`src/rtl/pred_shadow_pkg.sv`:
```
package pred_shadow_pkg;

  typedef enum logic [1:0] {
    ACT_NONE    = 2'd0,
    ACT_RELEASE = 2'd1,
    ACT_ZERO    = 2'd2,
    ACT_KILL    = 2'd3
  } psu_act_e;

  function automatic psu_act_e pick_act(input logic pbit, input logic zero_en);
    if (pbit)         return ACT_RELEASE;
    else if (zero_en) return ACT_ZERO;
    else              return ACT_KILL;
  endfunction

endpackage

```
`src/rtl/psu_alloc_dec.sv`:
```
module psu_alloc_dec #(
  parameter int NUM_SLOTS = 8,
  localparam int SLOT_W = (NUM_SLOTS > 1) ? $clog2(NUM_SLOTS) : 1
) (
  input  logic                 clk_i,
  input  logic                 rst_ni,
  input  logic                 alloc_valid_i,
  input  logic [SLOT_W-1:0]    alloc_slot_i,
  input  logic                 flush_i,
  input  logic [NUM_SLOTS-1:0] busy_i,
  output logic [NUM_SLOTS-1:0] hit_o
);

  for (genvar i = 0; i < NUM_SLOTS; i++) begin : g_hit
    assign hit_o[i] = alloc_valid_i && !flush_i && !busy_i[i] &&
                      (alloc_slot_i == SLOT_W'(i));
  end

  AST_ONE_HIT: assert property (@(posedge clk_i) disable iff (!rst_ni)
    $onehot0(hit_o)) else $error("multiple alloc hits");

  AST_NO_HIT_BUSY: assert property (@(posedge clk_i) disable iff (!rst_ni)
    (hit_o & busy_i) == '0) else $error("alloc into busy slot");

endmodule

```
`src/rtl/psu_pred_latch.sv`:
```
module psu_pred_latch #(
  parameter int PRED_W = 16
) (
  input  logic              clk_i,
  input  logic              rst_ni,
  input  logic              flush_i,
  input  logic              pred_ready_i,
  input  logic [PRED_W-1:0] pred_value_i,
  output logic              resolve_o,
  output logic [PRED_W-1:0] value_o
);

  logic              pend_q;
  logic [PRED_W-1:0] val_q;

  always_ff @(posedge clk_i or negedge rst_ni) begin
    if (!rst_ni) begin
      pend_q <= 1'b0;
      val_q  <= '0;
    end else begin
      pend_q <= pred_ready_i && !flush_i;
      if (pred_ready_i) val_q <= pred_value_i;
    end
  end

  assign resolve_o = pend_q;
  assign value_o   = val_q;

  AST_PEND_AFTER_READY: assert property (@(posedge clk_i) disable iff (!rst_ni)
    (pred_ready_i && !flush_i) |=> resolve_o) else $error("ready lost");

  AST_FLUSH_CANCELS: assert property (@(posedge clk_i) disable iff (!rst_ni)
    flush_i |=> !resolve_o) else $error("flush did not cancel");

endmodule

```
`src/rtl/psu_slot.sv`:
```
module psu_slot
  import pred_shadow_pkg::*;
#(
  parameter int PRED_W = 16,
  localparam int IDX_W = (PRED_W > 1) ? $clog2(PRED_W) : 1
) (
  input  logic              clk_i,
  input  logic              rst_ni,
  input  logic              flush_i,
  input  logic              alloc_hit_i,
  input  logic [IDX_W-1:0]  alloc_idx_i,
  input  logic              alloc_zero_i,
  input  logic              resolve_i,
  input  logic [PRED_W-1:0] pred_value_i,
  output logic              busy_o,
  output logic              kill_o,
  output logic              zero_o,
  output logic              release_o
);

  logic             busy_q, zen_q;
  logic [IDX_W-1:0] idx_q;
  logic             kill_q, zpls_q, rel_q;
  psu_act_e         act_d;

  always_comb begin
    act_d = ACT_NONE;
    if (busy_q) begin
      if (flush_i)        act_d = ACT_KILL;
      else if (resolve_i) act_d = pick_act(pred_value_i[idx_q], zen_q);
    end
  end

  always_ff @(posedge clk_i or negedge rst_ni) begin
    if (!rst_ni) begin
      busy_q <= 1'b0;
      zen_q  <= 1'b0;
      idx_q  <= '0;
      kill_q <= 1'b0;
      zpls_q <= 1'b0;
      rel_q  <= 1'b0;
    end else begin
      kill_q <= (act_d == ACT_KILL);
      zpls_q <= (act_d == ACT_ZERO);
      rel_q  <= (act_d == ACT_RELEASE);
      if (act_d != ACT_NONE) begin
        busy_q <= 1'b0;
      end else if (alloc_hit_i) begin
        busy_q <= 1'b1;
        idx_q  <= alloc_idx_i;
        zen_q  <= alloc_zero_i;
      end
    end
  end

  assign busy_o    = busy_q;
  assign kill_o    = kill_q;
  assign zero_o    = zpls_q;
  assign release_o = rel_q;

  AST_ALLOC_HOLDS: assert property (@(posedge clk_i) disable iff (!rst_ni)
    alloc_hit_i |=> busy_o) else $error("alloc not held");

  AST_RESOLVE_PULSE: assert property (@(posedge clk_i) disable iff (!rst_ni)
    (busy_o && resolve_i && !flush_i) |=> (kill_o || zero_o || release_o))
    else $error("resolution missing");

  AST_SET_RELEASES: assert property (@(posedge clk_i) disable iff (!rst_ni)
    (busy_o && resolve_i && !flush_i && pred_value_i[idx_q]) |=> release_o)
    else $error("set bit not released");

  AST_ZERO_MODE: assert property (@(posedge clk_i) disable iff (!rst_ni)
    (busy_o && resolve_i && !flush_i && !pred_value_i[idx_q] && zen_q) |=> (zero_o && !kill_o))
    else $error("zeroing not applied");

  AST_FLUSH_KILLS: assert property (@(posedge clk_i) disable iff (!rst_ni)
    (busy_o && flush_i) |=> (kill_o && !release_o && !zero_o))
    else $error("flush did not kill");

  AST_ONE_OUTCOME: assert property (@(posedge clk_i) disable iff (!rst_ni)
    $onehot0({kill_o, zero_o, release_o})) else $error("multiple outcomes");

  AST_PULSE_SHORT: assert property (@(posedge clk_i) disable iff (!rst_ni)
    (kill_o || zero_o || release_o) |=> !(kill_o || zero_o || release_o))
    else $error("pulse too long");

  AST_FREE_AFTER: assert property (@(posedge clk_i) disable iff (!rst_ni)
    (kill_o || zero_o || release_o) |-> !busy_o) else $error("slot not freed");

  AST_IDLE_QUIET: assert property (@(posedge clk_i) disable iff (!rst_ni)
    (!busy_o) |=> !(kill_o || zero_o || release_o)) else $error("idle slot pulsed");

endmodule

```
`src/rtl/pred_shadow_unit.sv`:
```
module pred_shadow_unit #(
  parameter int NUM_SLOTS = 8,
  parameter int PRED_W    = 16,
  localparam int SLOT_W = (NUM_SLOTS > 1) ? $clog2(NUM_SLOTS) : 1,
  localparam int IDX_W  = (PRED_W > 1) ? $clog2(PRED_W) : 1
) (
  input  logic                 clk_i,
  input  logic                 rst_ni,
  input  logic                 flush_i,
  input  logic                 alloc_valid_i,
  input  logic [SLOT_W-1:0]    alloc_slot_i,
  input  logic [IDX_W-1:0]     alloc_idx_i,
  input  logic                 alloc_zero_i,
  input  logic                 pred_ready_i,
  input  logic [PRED_W-1:0]    pred_value_i,
  output logic [NUM_SLOTS-1:0] shadow_o,
  output logic [NUM_SLOTS-1:0] kill_o,
  output logic [NUM_SLOTS-1:0] zero_o,
  output logic [NUM_SLOTS-1:0] release_o
);

  logic [NUM_SLOTS-1:0] busy, hit;
  logic                 resolve;
  logic [PRED_W-1:0]    pval;

  psu_alloc_dec #(.NUM_SLOTS(NUM_SLOTS)) u_dec (
    .clk_i         (clk_i),
    .rst_ni        (rst_ni),
    .alloc_valid_i (alloc_valid_i),
    .alloc_slot_i  (alloc_slot_i),
    .flush_i       (flush_i),
    .busy_i        (busy),
    .hit_o         (hit)
  );

  psu_pred_latch #(.PRED_W(PRED_W)) u_pred (
    .clk_i        (clk_i),
    .rst_ni       (rst_ni),
    .flush_i      (flush_i),
    .pred_ready_i (pred_ready_i),
    .pred_value_i (pred_value_i),
    .resolve_o    (resolve),
    .value_o      (pval)
  );

  for (genvar i = 0; i < NUM_SLOTS; i++) begin : g_slot
    psu_slot #(.PRED_W(PRED_W)) u_slot (
      .clk_i        (clk_i),
      .rst_ni       (rst_ni),
      .flush_i      (flush_i),
      .alloc_hit_i  (hit[i]),
      .alloc_idx_i  (alloc_idx_i),
      .alloc_zero_i (alloc_zero_i),
      .resolve_i    (resolve),
      .pred_value_i (pval),
      .busy_o       (busy[i]),
      .kill_o       (kill_o[i]),
      .zero_o       (zero_o[i]),
      .release_o    (release_o[i])
    );
  end

  // shadow raised in the allocation cycle itself
  assign shadow_o = busy | hit;

  AST_RESET_QUIET: assert property (@(posedge clk_i)
    !rst_ni |=> (kill_o == '0 && zero_o == '0 && release_o == '0))
    else $error("pulse after reset");

  AST_PULSE_DROPS_SHADOW: assert property (@(posedge clk_i) disable iff (!rst_ni)
    ((kill_o | zero_o | release_o) & busy) == '0) else $error("shadow kept");

endmodule

```
`config.mk`:
```
export PLATFORM = sky130hd
export DESIGN_NAME = pred_shadow_unit
export DESIGN_NICKNAME = d
export VERILOG_FILES = /design/src/rtl/pred_shadow_pkg.sv /design/src/rtl/psu_alloc_dec.sv /design/src/rtl/psu_pred_latch.sv /design/src/rtl/psu_slot.sv /design/src/rtl/pred_shadow_unit.sv
export SDC_FILE = /design/constraint.sdc
export NUM_CORES = 1
export LEC_CHECK = 0
export ABC_AREA = 1
export BUFFER_PORTS_ARGS = -buffer_cell sky130_fd_sc_hd__buf_2
export CORE_MARGIN = 2
export CORE_UTILIZATION = 60
export CTS_CLUSTER_DIAMETER = 200
export DETAILED_ROUTE_END_ITERATION = 16
export PLACE_DENSITY = 0.81
export SLEW_MARGIN = 20
export SYNTH_ARGS = -nofsm -noshare
export SYNTH_HDL_FRONTEND = slang
export SYNTH_HIERARCHICAL = 1
export SYNTH_SLANG_ARGS = --single-unit
```
`constraint.sdc`:
```
create_clock -name clk_i -period 4.6 [get_ports clk_i]
set_input_delay 0.92 -clock clk_i [delete_from_list [all_inputs] [get_ports clk_i]]
set_output_delay 0.92 -clock clk_i [all_outputs]
set_load 0.005 [all_outputs]
```
### Word-level counts from Yosys, hierarchy flattened

Cells that the tools add are included.

* output and inout port bits: 32
* logic and storage cells: 222
* bits in registers: 89
* input port bits: 29

* multiplexer cells: 72
* eq/ne operators: 31
* reductions and logical operators: 52
* bitwise operators: 9
* order comparisons: 8

Operators with widths (number)
* $mux 2: 32
* $lt 4x5->1 const B: 8
* $bmux 1 s4: 8
* $eq 2x2->1 const B: 16
* $mux 1: 32
* $reduce_bool 2->1: 16
* $logic_and 1x1->1: 18
* $eq 2x1->1 const B: 8
* $reduce_and 2->1: 8
* $eq 3x3->1 const B: 4
* $logic_not 1->1: 9
* $not 1->1: 8
* $or 8x8->8: 1
* $eq 3x2->1 const B: 2
* $eq 3x1->1 const B: 1
* $logic_not 3->1: 1

### Depth between registers and ports, before layout

Gate-level depths: netlist of the first run.

* depth in word-level cells: 9
* depth in mapped cells: 14
* mapped depth without buffers: 13

### Cells and area by module

The synthesis of the first run kept the hierarchy.

By module, submodules not included
* psu_slot: cells each 85, area each 588.1 um^2, instances 8
* psu_pred_latch: cells each 70, area each 673.1 um^2, instances 1
* psu_alloc_dec: cells each 30, area each 132.6 um^2, instances 1
* pred_shadow_unit: cells each 24, area each 90.1 um^2, instances 1

### Least setup slack after synthesis of the first run

Ideal clock, no wire load.

* kind: input to output
* from: input port alloc_valid_i
* to: output port shadow_o[0]
* buffers on the path: 0
* stages on the path: 6
* slack: 2005 ps
* required time: 3680 ps
* arrival time: 1675 ps
* cell sequence: inv_1 > nor2_1 > nand2_1 > nor2_1 > inv_1 > nand2_1

* word-level cells in the longest chain between the ends: 4

RTL lines
* start, declared: line pred_shadow_unit.sv:10 `input logic alloc_valid_i,`
* $logic_and 1x1->1 (3 in a row): line psu_alloc_dec.sv:15 `assign hit_o[i] = alloc_valid_i && !flush_i && !busy_i[i] &&`
* named net hit[0]: line pred_shadow_unit.sv:22 `logic [NUM_SLOTS-1:0] busy, hit;`
* $or 8x8->8: line pred_shadow_unit.sv:64 `assign shadow_o = busy | hit;`
* end, declared: line pred_shadow_unit.sv:16 `output logic [NUM_SLOTS-1:0] shadow_o,`

The timed path passes the listed nets, and every way through them passes these cells.

### Final worst setup path of the first run

* from: input port flush_i
* to: output port shadow_o[0]

* word-level cells in the longest chain between the ends: 5

RTL lines
* start, declared: line pred_shadow_unit.sv:9 `input logic flush_i,`
* $logic_not 1->1: line psu_alloc_dec.sv:15
* $logic_and 1x1->1 (3 in a row): line psu_alloc_dec.sv:15
* named net hit[0]: line pred_shadow_unit.sv:22
* $or 8x8->8: line pred_shadow_unit.sv:64

The timed path passes the listed nets, and every way through them passes these cells.

==> impl_results.md, run 1 <==
- Sum Neg Setup Slack: 0 ns
- CP max-delay cell: nor2_1
- CTS Root Cell: clkbuf_8
- Total gr overflow: 0
- Pwr/cell area: ~510 mW/mm^2
- Max-slew violations: 0
- Final Cell Area: around 0.006 mm^2
- Pleak: about 3.6 nW
- Worst R2R Path Depth: 11
- Sequential share of the synthesized area: roughly two fifths
- RR Endpoint: g_slot[6].u_slot/idx_q[2]$_DFFE_PN0P_
- Initial Utilization: approximately three fifths
- Post-Route WL: between 10000 and 15000 um
- Period utilization: 70.7%
- Overall Power: approximately 3.1 mW
- Met1 Usage GRT: just over 40%
- FP Rows: 35
- Worst hold path cell count: 2
- RePlAce Congestion: between 0.9 and 1
- Port bufs: 60
- Inst Count DP: between 900 and 1000
- Share of cells above drive strength 1: 16.1%
- Residual DRC: 0
- TritonCTS buffer count: 9
- Ant diodes: 0
- Top Usage Layer GRT: met2
- Cell count after synthesis: about 800
- GRT Resource Usage Total: slightly below 30%
- Clock Latency Late Sink: 0.37 ns
- CP Class: in -> out
- Drt wl/cell: 14.4 um
- Crit path arrival time: approximately 2.3 ns
- DRT iter0 DRCs: between 400 and 500
- Post-synthesis cell area: roughly 0.0056 mm^2
- Area after DPL: 0.00592 mm^2
- Fin nets: 894
- CP required: around 3.7 ns
- RSZ-0062 raised after global routing: false
- Height of the die: roughly 100 um
- TritonRoute pass-1 iters: 5
- Tightest Hold Check Type: reg -> reg
- CP delay by family, top: simple AND/OR/NAND/NOR gates
- Io pins: 61
- CTS HTree Levels: 3
- Syn avg cell area: between 6 and 7 um^2
- Clock Sinks: 89
- Critical path, cell by cell: buf_2 > nor2_1 > nand2_1 > nor2_1 > inv_1 > nand2_1 > buf_2
- Post-synth cell types: 18
- RR Startpoint: u_pred/value_o[14]$_DFFE_PN0P_
- Syn Nets: 833
- Post-CTS setup repair buffer count: 0
- Via Count: approximately 5300
- Post-DP HPWL: 9900 um
- Worst slew pin tran: approximately 0.83 ns
- Startpoint Class: input pin
- Final Hold Vio Count: 0
- Hold path startpoint: g_slot[1].u_slot/zen_q$_DFFE_PN0P_
- CTS Hold Bufs: 0
- Leading cell type in the layout, fill and taps excluded: nand2_1
- Post-Layout Cell Count: a little under 1000
- Full die area: between 0.01 and 0.015 mm^2
- CP startpoint: flush_i
- CTS max path bufs: 2
- Met3 GRT Util: about 5.3%
- Synth Register Bits: 89
- Buf+Inv Stages, Crit Path: 3
- Max cap viols: 0
- Antenna-violating nets left: 0
- Yosys warns: 6
- Max incr delay on CP: between 0.5 and 0.6 ns
- Slew margin rel.: 45.0%
- Setup violations, final: 0
- Initial antenna violation count: 0
- DIE WIDTH: between 100 and 150 um
- Tmin final: about 3.3 ns
- Vias in the first global route: a little under 5000
- Hold Crit Endpoint: g_slot[1].u_slot/zen_q$_DFFE_PN0P_
- F_max: 308 MHz
- Reg clk slew, reported paths: 0.09 ns
- Via density: about 5.4
- First-pass GRT wire length: around 23000 um
- Fin Clk Skew: roughly 0.011 ns
- CTS tree: built
- Flop-to-flop setup slack: 2.72 ns
- Met2 Use GR: between 40% and 50%
- Most frequent cells in the layout: nand2_1, inv_1, nand3_1
- Core ar.: slightly above 0.009 mm^2
- Worst IR Drop VDD: between 0.2 and 0.3 mV
- CP Max Fanout: 10
- Status: finished clean
- CTS-repair resized insts: 0
- CP Capture Type: output pin
- Largest net degree at the start of global routing: between 60 and 70
- Final Util: about 67%
- Area Growth Syn to Fin: 9.07%
cell usage after synthesis (all sizes together):
library cell	n	area, um^2
nand2	381	1620
nand4	40	250
nand3	112	661
buf	10	116
inv	126	521
nor2	37	141
or2	8	50.0
dfrtp	89	2230
clkbuf	1	13.8
per-stage QoR:
stage | worst slack, ns | hold slack (ns)
final | 1.35 | 0.479
after global routing | 1.29 | 0.504
after CTS | 1.41 | 0.482
after detailed placement | 1.41 | 0.459
after global placement | 1.47 | 0.454
after floorplan | 2.01 | 0.443
cell families after synthesis:
kind of cell,count (synthesis),synth area share [%]
flops,89,39.8
buf+inv,137,11.6
simple gates,578,48.6
power by group:
part,switching [mW],internal [mW]
registers,0.372,0.994
clock network,0.300,0.219
logic,0.737,0.469
registers in the layout, summed over array words and instances (netlist names):
| signal | count |
|---|---|
| g_slot.u_slot/idx_q | 32 |
| g_slot.u_slot/zero_o | 8 |
| u_pred/value_o | 16 |
| u_pred/resolve_o | 1 |
| g_slot.u_slot/busy_o | 8 |
| g_slot.u_slot/zen_q | 8 |
| g_slot.u_slot/kill_o | 8 |
| g_slot.u_slot/release_o | 8 |
tightest hold or removal path, stage by stage, from the launching register on:
cell     delay [ns]
dfrtp_1        0.35
nand2_1        0.06
nand2_1        0.04
layout make-up:
class	instances	area, um^2
flip-flops and latches	89	2230
clock buffers	10	138
multi-input cells	578	2720
clock inverters	6	51.3
repair buffers	61	310
well taps	111	139
inverters	126	520
fillers	808	3040
metal layers:
metal	wire (um)	share of wire (%)	vias to the layer above
met4	442	3.1	0
met1	6140	43	2452
met5	0	0	-
met3	1030	7.3	40
li1	-	-	2630
met2	6500	46	208
how the worst max path moves through the flow:
stage	end	cells past startpoint	slack, ns
global route	shadow_o[7]	7	1.29
detailed placement	shadow_o[0]	7	1.41
finish	shadow_o[0]	7	1.35
floorplan	shadow_o[0]	6	2.01
global placement	shadow_o[0]	7	1.47
CTS	shadow_o[0]	7	1.41
(Power assumes the default switching activity.)
==> run 2, diff against run 1 <==
--- a/config.mk
+++ b/config.mk
@@ -5,10 +5,10 @@
 export SDC_FILE = /design/constraint.sdc
 export NUM_CORES = 1
 export LEC_CHECK = 0
-export ABC_AREA = 1
+export ABC_AREA = 0
 export BUFFER_PORTS_ARGS = -buffer_cell sky130_fd_sc_hd__buf_2
 export CORE_MARGIN = 2
-export CORE_UTILIZATION = 60
+export CORE_UTILIZATION = 59
 export CTS_CLUSTER_DIAMETER = 200
 export DETAILED_ROUTE_END_ITERATION = 16
 export PLACE_DENSITY = 0.81
==> constraint.sdc (replaced) <==
create_clock -name clk_i -period 3.2 [get_ports clk_i]
set_input_delay 0.64 -clock clk_i [delete_from_list [all_inputs] [get_ports clk_i]]
set_output_delay 0.64 -clock clk_i [all_outputs]
set_load 0.005 [all_outputs]
==> run 2 against run 1 <==
Compared with the run above:
- first-iteration DRC count fell by 41%
- global-route usage fell by 3.9 points
- register-to-register slack got worse by 1.6 ns
- via count fell by 31%
- clock power rose by 45%
- clock-buffer cell count fell by 1
- critical endpoint is now shadow_o[2]
==> impl_results.md, run 2 <==
- Max reg flops: 32 (unchanged)
- Largest net degree at the start of global routing: 47 (-29%)
- FP Rows: 33 (-5.7%)
- Leading cell type in the layout, fill and taps excluded: dfrtp_1
- Startpoint Class: input pin
- CP Capture Type: output pin
- Worst IR Drop VDD: 0.409 mV (+43%)
- GRT Resource Usage Total: 25.8% (-3.9 points)
- Drt wl/cell: 21.1 um (+47%)
- WL met2: 5980 um (-8.0%)
- TritonRoute pass-1 iters: 5 (unchanged)
- Sum Neg Setup Slack: 0 ns (unchanged)
- DRT iter0 DRCs: 265 (-41%)
- Reg clk slew, reported paths: 0.10 ns (about the same)
- Syn avg cell area: 13.0 um^2 (+87%)
- CTS Hold Bufs: 0 (unchanged)
- Vias in the first global route: 3584 (-26%)
- Share of cells above drive strength 1: 39.0% (+23 points)
- Yosys top cell by area: dfrtp_1
- Setup violations, final: 0 (unchanged)
- Period utilization: 75.2%
- RSZ-0062 raised after global routing: false
- Slew margin rel.: 27.2% (-18 points)
- Clock power frac: 23.7% (+6.9 points)
- CP Max Fanout: 4 (-6)
- Residual DRC: 0 (unchanged)
- Initial Utilization: 61.7% (+0.50 points)
- Full die area: 0.00944 mm^2 (-6.8%)
- Initial antenna violation count: 0 (unchanged)
- Worst hold margin: 0.264 ns (-0.215 ns)
- Syn Nets: 422 (-49%)
- CTS Root Cell: clkbuf_8
- Max Used Layer: met4
- Metal-1 WL: 4880 um (-21%)
- Core ar.: 0.00830 mm^2 (-9.3%)
- Worst slew pin tran: 1.09 ns (+0.267 ns)
- Post-Route WL: 12000 um (-15%)
- Post-CTS setup repair buffer count: 0 (unchanged)
- Area Growth Syn to Fin: 10.4%
- Fin nets: 486 (-46%)
- Sequential Power Share: 50.2% (+6.0 points)
- Tightest Hold Check Type: in -> async
- Cell count after synthesis: 393 (-51%)
- Sequential share of the synthesized area: 43.5% (+3.7 points)
- Sw Pwr: 1.09 mW (-22%)
- Pleak: 2.63 nW (-26%)
- WL met3: 748 um (-27%)
- CTS HTree Levels: 3 (unchanged)
- CP Class: in -> out
- Most frequent cells in the layout: dfrtp_1, buf_2, mux2_2
- Switching share of power: 34.6% (-11 points)
- Max-slew violations: 0 (unchanged)
- First-pass GRT wire length: 18800 um (-19%)
- CTS max path bufs: 2 (unchanged)
- Synth cell count leaders: dfrtp_1, mux2_2, nand2_1, mux2i_1, nor2_1
- Crit path arrival time: 1.77 ns (-0.56 ns)
- Status: finished clean
- TritonCTS buffer count: 9 (unchanged)
- Synth Register Bits: 89 (unchanged)
- Via density: 6.46 (+19%)
- Overall Power: 3.16 mW (+2.3%)
- Clock Sinks: 89 (unchanged)
- Post-DP HPWL: 7880 um (-20%)
- Final Hold Vio Count: 0 (unchanged)
- CP required: 2.56 ns (-1.12 ns)
- Post-synthesis cell area: 0.00512 mm^2 (-8.6%)
- Pwr/cell area: 559 mW/mm^2 (+11%)
- CTS tree: built
- Via Count: 3662 (-31%)
- Async SR Flop Fraction: 100% (unchanged)
- CTS-repair resized insts: 0 (unchanged)
- Total gr overflow: 0 (unchanged)
- Largest Register: g_slot.u_slot/idx_q
- F_max: slightly above 400 MHz
- RePlAce Congestion: 0.846 (-10%)
- Combinational group share of total power: 26.1% (-13 points)
- Antenna-violating nets left: 0 (unchanged)
- DIE WIDTH: 97.2 um (-3.4%)
- Height of the die: 97.2 um (-3.4%)
- Yosys warns: 6 (unchanged)
- Cell Int Power: 2.07 mW (+23%)
- Post-synth cell types: 30 (+12)
- Tmin final: 2.41 ns
- Ys flop type: dfrtp_1
- Fin Clk Skew: 0.00938 ns (-0.00210 ns)
- Share of the synthesized area in the top cell type: 43.5% (+3.7 points)
- Synth area leaders: dfrtp_1, mux2_2, mux4_2
- Port bufs: 60 (unchanged)
- Count leader, synth: dfrtp_1
- Io pins: 61 (unchanged)
- Ant diodes: 0 (unchanged)
- Clock Latency Late Sink: 0.37 ns (about the same)
- Max cap viols: 0 (unchanged)
- Post-synth EDFFs: 0 (unchanged)
## run 2: changes by cell type in the layout (fill, tap and decap cells not counted), moves of 24 or more
cell     delta
nand4_1    -40
nand3_1   -104
nand2_2    -28
nand2_1   -312
mux2i_1    +24
inv_1     -116
mux2_2     +55
## run 2: cell type report
| cell class | count | area (um^2) |
|---|---|---|
| sequential | 89 | 2230 |
| clock inverter | 7 | 62.6 |
| tap | 105 | 131 |
| fill | 597 | 2650 |
| multi-input combinational | 294 | 2770 |
| clock buffer | 9 | 124 |
| timing repair buffer | 63 | 338 |
## run 2: power groups by stage
stage / clock network (mW) / registers (mW) / logic (mW)
finish: 0.750 / 1.59 / 0.825
global route: 0.809 / 1.62 / 0.884
CTS: 0.756 / 1.58 / 0.827
detailed placement: 0 / 1.60 / 0.818
global placement: 0 / 1.58 / 0.788
floorplan: 0 / 1.47 / 0.764
## run 2: worst max-delay path, stage by stage
cell      delay (ns)
buf_2           0.14
nand3b_1        0.32
nor4_1          0.40
or2_1           0.16
buf_2           0.10
## run 2: through the flow
step                      util [%]  worst slack, ns  cells  cell area (um^2)
final                         68.1            0.793    567              5650
after global routing          68.1            0.686    567              5650
after CTS                     68.1            0.823    567              5650
after detailed placement      65.9            0.823    551              5470
after global placement        65.9            0.857    551              5470
after floorplan                  -             1.17    393              5120
## run 2: per-layer routing
metal | global-route usage [%] | up-vias
met5 | 0 | -
met4 | 10.1 | 0
met3 | 4.32 | 34
met2 | 44.5 | 157
met1 | 32.5 | 1844
li1 | - | 1627
## run 2: worst paths after layout
path                                               startpoint                               endpoint  slack (ns)  depth (start not counted)
setup / recovery                                      flush_i                            shadow_o[2]        0.79                          5
hold / removal                                         rst_ni      g_slot[0].u_slot/kill_o$_DFF_PN0_        0.26                          1
setup reg to reg                   u_pred/resolve_o$_DFF_PN0_     g_slot[0].u_slot/zen_q$_DFFE_PN0P_        1.15                          3
hold reg to reg            g_slot[2].u_slot/zen_q$_DFFE_PN0P_      g_slot[2].u_slot/zero_o$_DFF_PN0_        0.55                          1
max in group asynchronous                              rst_ni  g_slot[7].u_slot/idx_q[1]$_DFFE_PN0P_        2.30                          2
min in group clk_i                            pred_value_i[1]          u_pred/value_o[1]$_DFFE_PN0P_        0.50                          2
## run 2: cell families (layout without fill, tap and decap cells)
group           count (synthesis)  count (layout)  share of synthesized area [%]
buf+inv                        10              79                           2.37
compound gates                 64              64                           11.5
mux                           112             112                           28.2
simple gates                  118             118                           14.4
flops                          89              89                           43.5
==> run 3, diff against run 2 <==
--- a/config.mk
+++ b/config.mk
@@ -5,13 +5,13 @@
 export SDC_FILE = /design/constraint.sdc
 export NUM_CORES = 1
 export LEC_CHECK = 0
-export ABC_AREA = 0
+export ABC_AREA = 1
 export BUFFER_PORTS_ARGS = -buffer_cell sky130_fd_sc_hd__buf_2
 export CORE_MARGIN = 2
-export CORE_UTILIZATION = 59
+export CORE_UTILIZATION = 54
 export CTS_CLUSTER_DIAMETER = 200
 export DETAILED_ROUTE_END_ITERATION = 16
-export PLACE_DENSITY = 0.81
+export PLACE_DENSITY = 0.77
 export SLEW_MARGIN = 20
 export SYNTH_ARGS = -nofsm -noshare
 export SYNTH_HDL_FRONTEND = slang
==> constraint.sdc (replaced) <==
create_clock -name clk_i -period 1.9 [get_ports clk_i]
set_input_delay 0.38 -clock clk_i [delete_from_list [all_inputs] [get_ports clk_i]]
set_output_delay 0.38 -clock clk_i [all_outputs]
set_load 0.005 [all_outputs]
==> run 3 against run 2 <==
Compared with the run above:
- sequential cell count stayed put
- worst setup slack worse by 0.73 ns
- final cell count is 82% higher
- core utilization is 5.3 points lower
- clock-buffer cell count is 4 higher
- via count is 44% higher
- clock skew hardly changed
- first-iteration DRC count is 40% higher
- critical path type is now reg -> out
- largest cell class unchanged
==> impl_results.md, run 3 (same netlist as run 1, synthesis figures left out) <==
- RR Endpoint: g_slot[7].u_slot/zen_q$_DFFE_PN0P_
- Post-Route WL: 14300 um (+19%)
- Fin Clk Skew: 0.00900 ns (-0.000383 ns)
- Pwr/cell area: 1200 mW/mm^2 (+110%)
- Worst R2R Path Depth: 13 (+10)
- Reg clk slew, reported paths: 0.09 ns (about the same)
- Largest net degree at the start of global routing: 34 (-28%)
- Ant diodes: 0 (unchanged)
- Tmin final: around 1.8 ns
- Final Util: 62.8% (-5.3 points)
- Hold path startpoint: pred_value_i[4]
- Drt wl/cell: 13.9 um (-34%)
- Final Hold Vio Count: 0 (unchanged)
- Critical path, cell by cell: or2_1 > nor2_1 > inv_1 > nand2_1 > buf_2
- FP Rows: 37 (+12%)
- Status: finished clean
- Crit. path cell count: 5 (unchanged)
- CP max-delay cell: dfrtp_2
- Flop-to-flop setup slack: 0.13 ns (-1.02 ns)
- Pleak: 3.68 nW (+40%)
- Via Count: 5270 (+44%)
- CP startpoint: g_slot[0].u_slot/busy_o$_DFFE_PN0P_
- Area Growth Syn to Fin: 14.2%
- Most frequent cells in the layout: nand2_1, inv_1, nand3_1
- Max-slew violations: 0 (unchanged)
- Height of the die: 106 um (+8.9%)
- F_max: between 500 and 600 MHz
- Share of cells above drive strength 1: 19.8% (-19 points)
- Tightest Hold Check Type: in -> reg
- Overall Power: 7.67 mW (+140%)
- TritonRoute pass-1 iters: 5 (unchanged)
- CP Class: reg -> out
- Total gr overflow: 0 (unchanged)
- Worst IR Drop VDD: 0.723 mV (+77%)
- Antenna-violating nets left: 0 (unchanged)
- Initial Utilization: 55.0% (-6.7 points)
- Max cap viols: 0 (unchanged)
- Setup WS post-layout: 0.0647 ns (-0.728 ns)
- Crit path arrival time: 1.46 ns (-0.31 ns)
- CP Capture Type: output pin
- CTS Root Cell: clkbuf_8
- CP delay by family, top: flip-flops
- Full die area: 0.0112 mm^2 (+19%)
- Worst slew pin tran: 0.456 ns (-0.637 ns)
- First-pass GRT wire length: 23200 um (+24%)
- Buf+Inv Stages, Crit Path: 2 (unchanged)
- Clock Sinks: 89 (unchanged)
- Post-DP HPWL: 9790 um (+24%)
- DIE WIDTH: 106 um (+8.9%)
- Period utilization: 96.6%
- RR Startpoint: g_slot[7].u_slot/idx_q[0]$_DFFE_PN0P_
- Post-Layout Cell Count: 1030 (+82%)
- Startpoint Class: flop
- GRT Resource Usage Total: 27.0% (+1.2 points)
- Port bufs: 60 (unchanged)
- Max reg flops: 32 (unchanged)
- DP Worst Slack: 0.180 ns (-0.644 ns)
- Vias in the first global route: 4628 (+29%)
- Slew margin rel.: 69.6% (+42 points)
- Initial antenna violation count: 0 (unchanged)
- Residual DRC: 0 (unchanged)
- Core ar.: 0.0102 mm^2 (+23%)
- End of the critical path: shadow_o[0]
- DRT iter0 DRCs: 370 (+40%)
- Fin nets: 918 (+89%)
- RePlAce Congestion: 0.951 (+12%)
- Io pins: 61 (unchanged)
- Largest Register: g_slot.u_slot/idx_q
- CTS tree: built
- Max incr delay on CP: 0.45 ns (+0.05 ns)
- Clock Latency Late Sink: 0.39 ns (+0.02 ns)
- Leading cell type in the layout, fill and taps excluded: nand2_1
- Via density: 5.12 (-21%)
- CTS HTree Levels: 3 (unchanged)
- CP Max Fanout: 4 (unchanged)
- CTS max path bufs: 2 (unchanged)
- Inst Count DP: 1010 (+83%)
- CP required: 1.52 ns (-1.04 ns)
- Sum Neg Setup Slack: 0 ns (unchanged)
- Setup violations, final: 0 (unchanged)
- TritonCTS buffer count: 9 (unchanged)
==> run 3: repair_timing <==
item	CTS	global route
pin swaps	1	0
resized for setup	3	12
hold buffers	1	0
cloned	0	0
endpoints found under the hold margin	31	0
setup buffers	0	3
endpoints found under the setup margin	2	31
==> run 3: area by class of cell <==
class | count | area [um^2]
clock buffers | 13 | 169
clock inverters | 3 | 23.8
fillers | 937 | 3790
inverters | 126 | 520
multi-input cells | 578 | 2730
flip-flops and latches | 89 | 2240
well taps | 136 | 170
repair buffers | 85 | 543
==> run 3: worst min path at each step <==
stage                                          endpoint  slack, ns  cells past startpoint
detailed placement   g_slot[1].u_slot/zen_q$_DFFE_PN0P_       0.36                      1
CTS                       u_pred/value_o[4]$_DFFE_PN0P_       0.18                      3
floorplan           g_slot[0].u_slot/busy_o$_DFFE_PN0P_       0.08                      0
global route              u_pred/value_o[4]$_DFFE_PN0P_       0.19                      3
global placement      g_slot[1].u_slot/kill_o$_DFF_PN0_       0.36                      1
finish                    u_pred/value_o[4]$_DFFE_PN0P_       0.19                      3
==> run 3: per-stage QoR <==
step	instance area, um^2	hold WS, ns
global route	6400	0.190
floorplan	5600	0.0844
detailed placement	6150	0.364
finish	6400	0.186
CTS	6360	0.179
global placement	6150	0.360
==> run 3: layer usage <==
metal / part of all wire, % / track usage (%)
met1: 45 / 37.6
met2: 46 / 43.1
met4: 2.0 / 9.68
met3: 6.3 / 3.90
met5: 0 / 0
==> run 3: worst reg2reg max path, delay by kind of cell, from the launching register on <==
kind                   cells  cell delay, ns
buffers and inverters      1            0.09
DFF                        1            0.60
and+or+nand+nor           12            0.98
==> run 3: power breakdown <==
group | leakage [nW] | internal (mW) | switching, mW
clock network | 0.0919 | 0.586 | 0.705
logic | 2.45 | 1.25 | 1.90
registers | 1.14 | 2.43 | 0.797
